## src/rtl/show_bus_pkg.sv

```systemverilog
package show_bus_pkg;

  typedef enum logic [1:0] {
    MODE_QUIET_ARB = 2'b00,
    MODE_SHOW_NOARB = 2'b01,
    MODE_SHOW_ARB  = 2'b10,
    MODE_SHOW_HALT = 2'b11
  } show_mode_e;

  typedef struct packed {
    logic show_en;
    logic arb_en;
    logic halt_en;
  } mode_ctl_t;

endpackage

```

## src/rtl/show_mode_dec.sv

```systemverilog
module show_mode_dec
  import show_bus_pkg::*;
(
  input  logic [1:0] mode_i,
  output mode_ctl_t  ctl_o
);

  always_comb begin
    ctl_o = '0;
    unique case (show_mode_e'(mode_i))
      MODE_QUIET_ARB:  ctl_o = '{show_en: 1'b0, arb_en: 1'b1, halt_en: 1'b0};
      MODE_SHOW_NOARB: ctl_o = '{show_en: 1'b1, arb_en: 1'b0, halt_en: 1'b0};
      MODE_SHOW_ARB:   ctl_o = '{show_en: 1'b1, arb_en: 1'b1, halt_en: 1'b0};
      MODE_SHOW_HALT:  ctl_o = '{show_en: 1'b1, arb_en: 1'b1, halt_en: 1'b1};
      default:         ctl_o = '0;
    endcase
  end

endmodule

```

## src/rtl/show_grant_arb.sv

```systemverilog
module show_grant_arb (
  input  logic clk_i,
  input  logic rst_ni,
  input  logic arb_en_i,
  input  logic req_i,
  input  logic xfer_i,
  output logic gnt_o
);

  logic gnt_q, gnt_d;

  // grant only between transfers; drop when request falls or arbitration is off
  always_comb begin
    gnt_d = gnt_q;
    if (!arb_en_i)             gnt_d = 1'b0;
    else if (gnt_q && !req_i)  gnt_d = 1'b0;
    else if (!gnt_q && req_i && !xfer_i) gnt_d = 1'b1;
  end

  always_ff @(posedge clk_i or negedge rst_ni) begin
    if (!rst_ni) gnt_q <= 1'b0;
    else         gnt_q <= gnt_d;
  end

  assign gnt_o = gnt_q & arb_en_i;


  gnt_rise_chk: assert property (@(posedge clk_i) disable iff (!rst_ni)
    (!gnt_o && !(req_i && !xfer_i && arb_en_i)) |=> !gnt_o);


  gnt_release_chk: assert property (@(posedge clk_i) disable iff (!rst_ni)
    (gnt_o && !req_i) |=> !gnt_o);

endmodule

```

## src/rtl/show_mirror.sv

```systemverilog
module show_mirror #(
  parameter int AW = 16,
  parameter int DW = 16
) (
  input  logic          clk_i,
  input  logic          rst_ni,
  input  logic          show_en_i,
  input  logic          gnt_i,
  input  logic          xfer_i,
  input  logic [AW-1:0] addr_i,
  input  logic [DW-1:0] data_i,
  output logic [AW-1:0] addr_o,
  output logic [DW-1:0] data_o,
  output logic          addr_oe_o,
  output logic          data_oe_o,
  output logic          stb_o
);

  logic drive;

  assign drive     = show_en_i & xfer_i & ~gnt_i;
  assign stb_o     = drive;
  assign addr_oe_o = drive;
  assign data_oe_o = drive;
  assign addr_o    = drive ? addr_i : '0;
  assign data_o    = drive ? data_i : '0;


  stb_xfer_chk: assert property (@(posedge clk_i) disable iff (!rst_ni)
    stb_o |-> (xfer_i && addr_o == addr_i && data_o == data_i));


  idle_pins_chk: assert property (@(posedge clk_i) disable iff (!rst_ni)
    !xfer_i |-> (!addr_oe_o && !data_oe_o && addr_o == '0 && data_o == '0));

endmodule

```

## src/rtl/show_bus_ctrl.sv

```systemverilog
module show_bus_ctrl
  import show_bus_pkg::*;
#(
  parameter int AW = 16,
  parameter int DW = 16
) (
  input  logic          clk_i,
  input  logic          rst_ni,
  input  logic [1:0]    mode_i,
  input  logic          int_xfer_i,
  input  logic [AW-1:0] int_addr_i,
  input  logic [DW-1:0] int_data_i,
  input  logic          ext_req_i,
  output logic [AW-1:0] ext_addr_o,
  output logic [DW-1:0] ext_data_o,
  output logic          ext_addr_oe_o,
  output logic          ext_data_oe_o,
  output logic          show_stb_o,
  output logic          ext_gnt_o,
  output logic          int_stall_o
);

  mode_ctl_t ctl;
  logic      gnt;

  show_mode_dec u_dec (
    .mode_i (mode_i),
    .ctl_o  (ctl)
  );

  show_grant_arb u_arb (
    .clk_i    (clk_i),
    .rst_ni   (rst_ni),
    .arb_en_i (ctl.arb_en),
    .req_i    (ext_req_i),
    .xfer_i   (int_xfer_i),
    .gnt_o    (gnt)
  );

  show_mirror #(.AW(AW), .DW(DW)) u_mir (
    .clk_i     (clk_i),
    .rst_ni    (rst_ni),
    .show_en_i (ctl.show_en),
    .gnt_i     (gnt),
    .xfer_i    (int_xfer_i),
    .addr_i    (int_addr_i),
    .data_i    (int_data_i),
    .addr_o    (ext_addr_o),
    .data_o    (ext_data_o),
    .addr_oe_o (ext_addr_oe_o),
    .data_oe_o (ext_data_oe_o),
    .stb_o     (show_stb_o)
  );

  assign ext_gnt_o   = gnt;
  assign int_stall_o = ctl.halt_en & gnt;


  no_arb_gnt_chk: assert property (@(posedge clk_i) disable iff (!rst_ni)
    (mode_i == 2'b01) |-> !ext_gnt_o);


  quiet_mode_chk: assert property (@(posedge clk_i) disable iff (!rst_ni)
    (mode_i == 2'b00) |-> (!show_stb_o && !ext_addr_oe_o && !ext_data_oe_o));


  show_vs_gnt_chk: assert property (@(posedge clk_i) disable iff (!rst_ni)
    ext_gnt_o |-> !show_stb_o);


  halt_stall_chk: assert property (@(posedge clk_i) disable iff (!rst_ni)
    (mode_i == 2'b11) |-> (int_stall_o == ext_gnt_o));


  stall_mode_chk: assert property (@(posedge clk_i) disable iff (!rst_ni)
    (mode_i != 2'b11) |-> !int_stall_o);

endmodule

```

## config.mk

```make
export PLATFORM = sky130hd
export DESIGN_NAME = show_bus_ctrl
export DESIGN_NICKNAME = d
export VERILOG_FILES = /design/src/rtl/show_bus_pkg.sv /design/src/rtl/show_mode_dec.sv /design/src/rtl/show_grant_arb.sv /design/src/rtl/show_mirror.sv /design/src/rtl/show_bus_ctrl.sv
export SDC_FILE = /design/constraint.sdc
export NUM_CORES = 1
export LEC_CHECK = 0
export ABC_AREA = 1
export BUFFER_PORTS_ARGS = -buffer_cell sky130_fd_sc_hd__buf_2
export CORE_MARGIN = 3
export CORE_UTILIZATION = 25
export DETAILED_ROUTE_END_ITERATION = 7
export PLACE_DENSITY = 0.81
export REMOVE_ABC_BUFFERS = 1
export SYNTH_ARGS = -nofsm -noshare
export SYNTH_HDL_FRONTEND = slang
export SYNTH_HIERARCHICAL = 1
export SYNTH_SLANG_ARGS = --single-unit
```

## constraint.sdc

```tcl
create_clock -name clk_i -period 1.3 [get_ports clk_i]
set_clock_uncertainty 0.1 [all_clocks]
set_input_delay 0.065 -clock clk_i [delete_from_list [all_inputs] [get_ports clk_i]]
set_output_delay 0.065 -clock clk_i [all_outputs]
set_load 0.01 [all_outputs]
```

-- After elaboration in Yosys (flattened, before gate mapping)
Index checks and enable logic that the tools add are counted.
- bits in read-only memories: 0
- bits in latches: 0
- bits of input ports: 38
- output and inout bits: 37
- RAM bits: 0
- word-level logic and storage cells: 23
- register bits after elaboration: 1
- memories: 0
- shift operators: 0
- add/sub/neg operators: 0
- reductions and logical operators: 7
- bitwise logic cells: 5
- multiplexer cells: 6
- multipliers: 0
- equal/unequal tests: 4
- divide/modulo/power cells: 0
- order comparisons: 0
- operators by type and width (kind ; count):
    $mux 16 ; 2
    $pmux 3 s4 ; 1
    $and 1x1->1 ; 4
    $eq 2x2->1 const B ; 2
    $logic_and 1x1->1 ; 3
    $logic_not 1->1 ; 3
    $mux 1 ; 3
    $ne 3x1->1 const B ; 1
    $eq 2x1->1 const B ; 1
    $logic_not 2->1 ; 1
    $not 1->1 ; 1

-- Longest topological paths before layout
- depth after elaboration: 6
- mapped depth: 9
- gate-level depth less buffers: 7

-- Cells and area by module
The synthesis kept the hierarchy.
- by module, submodules not included (module ; cells each ; times used ; sequential area each (um^2) ; area each (um^2)):
    show_mirror ; 72 ; 1 ; 0.0 ; 319.1
    show_grant_arb ; 6 ; 1 ; 25.0 ; 48.8
    show_mode_dec ; 6 ; 1 ; 0.0 ; 22.5
    show_bus_ctrl ; 2 ; 1 ; 0.0 ; 7.5

-- Least setup slack after synthesis
Ideal clock, no wire load.
- path kind: register to output
- start: reg u_arb.gnt_q
- end: out ext_data_oe_o
- slack: 0.070 ns
- arrival time: 1.065 ns
- buffers on the path: 2
- cell stages (with the launch flop): 8
- required time: 1.135 ns
- path through: dfrtp_1 nand2_1 inv_1 inv_1 nand3_4 buf_6 inv_1 buf_4
- cells in the longest elaborated chain, start to end: 3
- RTL lines (what ; RTL line ; source):
    from (decl) ; show_grant_arb.sv:10 ; logic gnt_q, gnt_d;
    from (signal assigned) ; show_grant_arb.sv:22 ; else gnt_q <= gnt_d;
    $and 1x1->1 ; show_grant_arb.sv:25 ; assign gnt_o = gnt_q & arb_en_i;
    named net ext_gnt_o ; show_bus_ctrl.sv:19 ; output logic ext_gnt_o,
    $not 1->1 ; show_mirror.sv:21 ; assign drive = show_en_i & xfer_i & ~gnt_i;
    $and 1x1->1 ; show_mirror.sv:21 ;
    to (decl) ; show_bus_ctrl.sv:17 ; output logic ext_data_oe_o,
The timed path passes the listed nets, and every way through them passes these cells.

-- Worst setup path after layout
- start: reg u_arb.gnt_q
- end: out ext_data_o[6]
- cells in the longest elaborated chain, start to end: 4
- RTL lines (what ; RTL line ; source):
    $and 1x1->1 ; show_grant_arb.sv:25 ;
    $not 1->1 ; show_mirror.sv:21 ;
    $and 1x1->1 ; show_mirror.sv:21 ;
    $mux 16 ; show_mirror.sv:26 ; assign data_o = drive ? data_i : '0;
    to (decl) ; show_bus_ctrl.sv:15 ; output logic [DW-1:0] ext_data_o,
Every way passes these cells.

==> results.sh <==
export IMPL_powerDensity_nw_per_um2=365
export IMPL_required_ps=1130
export IMPL_ant_nets=0
export IMPL_die_w_um=45.9
export IMPL_regMostFlops="u_arb/gnt_q"
export IMPL_pin_count=75
export IMPL_synth_top_cell_by_area="inv_1"
export IMPL_die_h_um=45.9
export IMPL_largest_register_ffs=1
export IMPL_core_area_um2=1400
export IMPL_track_usage_pct=12.2
export IMPL_route_detailed_drc=0
export IMPL_synth_top_area_share_pct=37.7
export IMPL_grt_pass1_vias=522
export IMPL_grt_pass1_wl_um=2020
export IMPL_io_buffer_count=74
export IMPL_seq_area_um2=25.0
export IMPL_maxCapViolations=0
export IMPL_slowest_stage="dfrtp_1"
export IMPL_hpwl_um=1210
export IMPL_cp_startpoint="u_arb/gnt_q"
export IMPL_ys_types=9
export IMPL_fmax_ghz=0.845
export IMPL_clk_pin_slew_ps=0
export IMPL_p_total_w=0.000293
export IMPL_reg_top3="u_arb/gnt_q x1"
export IMPL_drive_gt1_share_pct=51.6
export IMPL_whs_ps=204
export IMPL_fin_nets=199
export IMPL_fillers=147
export IMPL_relSlewSlack_pct=74.5
export IMPL_status="complete, no violations"
export IMPL_end_kind="primary output"
export IMPL_gp_congestion=0.671
export IMPL_min_delay_start="ext_req_i"
export IMPL_vdd_ir_drop_max_mv=0.272
export IMPL_leakagePower_nw=0.672
export IMPL_hp_class="input pin to flip-flop"
export IMPL_r2r_start="u_arb/gnt_q"
export IMPL_dr_first_iter_drc_count=3
export IMPL_syn_to_final_growth_pct=102
export IMPL_final_common_cell="buf_2"
export IMPL_placed_cell_area_um2=738
export IMPL_vias_per_cell=4.02
export IMPL_synth_seq_cells=1
export IMPL_reg2reg_slack_ps=600
export IMPL_netlist_instances=86
export IMPL_hold_depth=3
export IMPL_cp_top_family="flip-flops"
export IMPL_final_setup_viol_count=0
export IMPL_ys_warn_count=6
export IMPL_finalHoldViolations=0
export IMPL_antenna_found_initial=0
export IMPL_final_area_um2=803
export IMPL_diodes=0
export IMPL_crit_path_start_kind="flip-flop"
export IMPL_crit_type="flip-flop to primary output"
export IMPL_wl_per_cell_um=9.07
export IMPL_r2r_end="u_arb/gnt_q"
export IMPL_worst_path_buf_inv=3
export IMPL_grt_max_degree=18
export IMPL_clk_latency_ps=0
export IMPL_tightest_slew_ps=381
export IMPL_fin_crit_ps=1180
export IMPL_cp_cell_sequence="nand2_1, inv_1, inv_4, nand3_4, nor2_1, buf_2"
export IMPL_multi_input_area_um2=226
export IMPL_syn_area_per_cell_um2=4.63
export IMPL_rsz0062_at_grt="false"
export IMPL_cp_arrival_ps=1020
export IMPL_maxSlewViolCount=0
export IMPL_drt_pass1_iter_count=6
export IMPL_start_util_pct=28.4
export IMPL_worstRegToRegCells=2
export IMPL_die_area_um2=2110
export IMPL_min_to="u_arb/gnt_q"
export IMPL_netlist_area_um2=398
export IMPL_dr_total_vias=700
export IMPL_placementRows=13
export IMPL_slowest_delay_ps=360
export IMPL_synth_seq_area_share_pct=6.29
export IMPL_yosys_top_cells_area="inv_1 38%, nor2_1 28%, buf_6 8.5%, dfrtp_1 6.3%, nand2_1 5.7%"
export IMPL_worstPathMaxFanout=9
export IMPL_fin_crit_sh_pct=91.0
export IMPL_wirelength_um=1580
export IMPL_grt_overflow=0
export IMPL_final_cell_mix="74 x buf_2, 39 x inv_1, 30 x nor2_1"
[layer usage]
layer,global-route usage (%),wire [µm],up-vias
met5,0,0,-
met4,0,0,0
met3,0.791,262,0
met2,25.0,778,50
met1,14.1,537,280
li1,-,-,370
[tightest hold or removal path, stage by stage]
cell and delay, ps:
buf_2 100, nand2_1 60, a21oi_2 40
[report_power, final]
part	total, W	internal (W)	switching, W
registers	0.0000349	0.0000338	0.00000114
clock network	0	0	0
logic	0.000258	0.000115	0.000143
[how the worst max path moves through the flow]
| stage | to | slack [ps] | cells after the start |
|---|---|---|---|
| finish | ext_data_o[6] | 120 | 6 |
| global route | ext_addr_o[0] | 8 | 6 |
| CTS | ext_data_o[6] | -0.9 | 6 |
| detailed placement | ext_data_o[6] | -50 | 6 |
| global placement | ext_addr_o[12] | 20 | 6 |
| floorplan | ext_addr_oe_o | 50 | 5 |
[stage by stage]
step / setup WS, ps / util [%] / instances / setup TNS, ps
6_report: 117 / 57.4 / 174 / 0
5_1_grt: 7.98 / 57.4 / 174 / 0
4_1_cts: -0.903 / 54.7 / 172 / -0.903
3_5_place_dp: -52.1 / 52.8 / 170 / -754
3_3_place_gp: 20.2 / 52.8 / 170 / 0
2_1_floorplan: 50.5 / - / 81 / 0
[repair_timing]
action / CTS / global route
hold buffers: 1 / 0
endpoints found under the hold margin: 1 / 0
pin swaps: 0 / 2
buffers inserted: 0 / 0
gates cloned: 1 / 2
gates resized for setup: 1 / 4
endpoints found under the setup margin: 34 / 35
[logic make-up (layout without fill, tap and decap cells)]
group | Yosys count | count (layout) | synth area share (%)
buf+inv | 45 | 115 | 50.0
simple gates | 39 | 42 | 41.5
compound gates | 1 | 1 | 2.20
flops | 1 | 1 | 6.29
[cells in the mapped netlist, drive strengths merged]
cell	number
buf	5
nand2	6
inv	40
a21oi	1
nor2	32
nand3	1
dfrtp	1
[area by class of cell]
class                   count  area share [%]
flip-flops and latches      1            3.12
repair buffers             75            47.4
inverters                  40            19.0
well taps                  15            2.34
multi-input cells          43            28.2
Note: power is estimated with default switching activity, not from simulation.
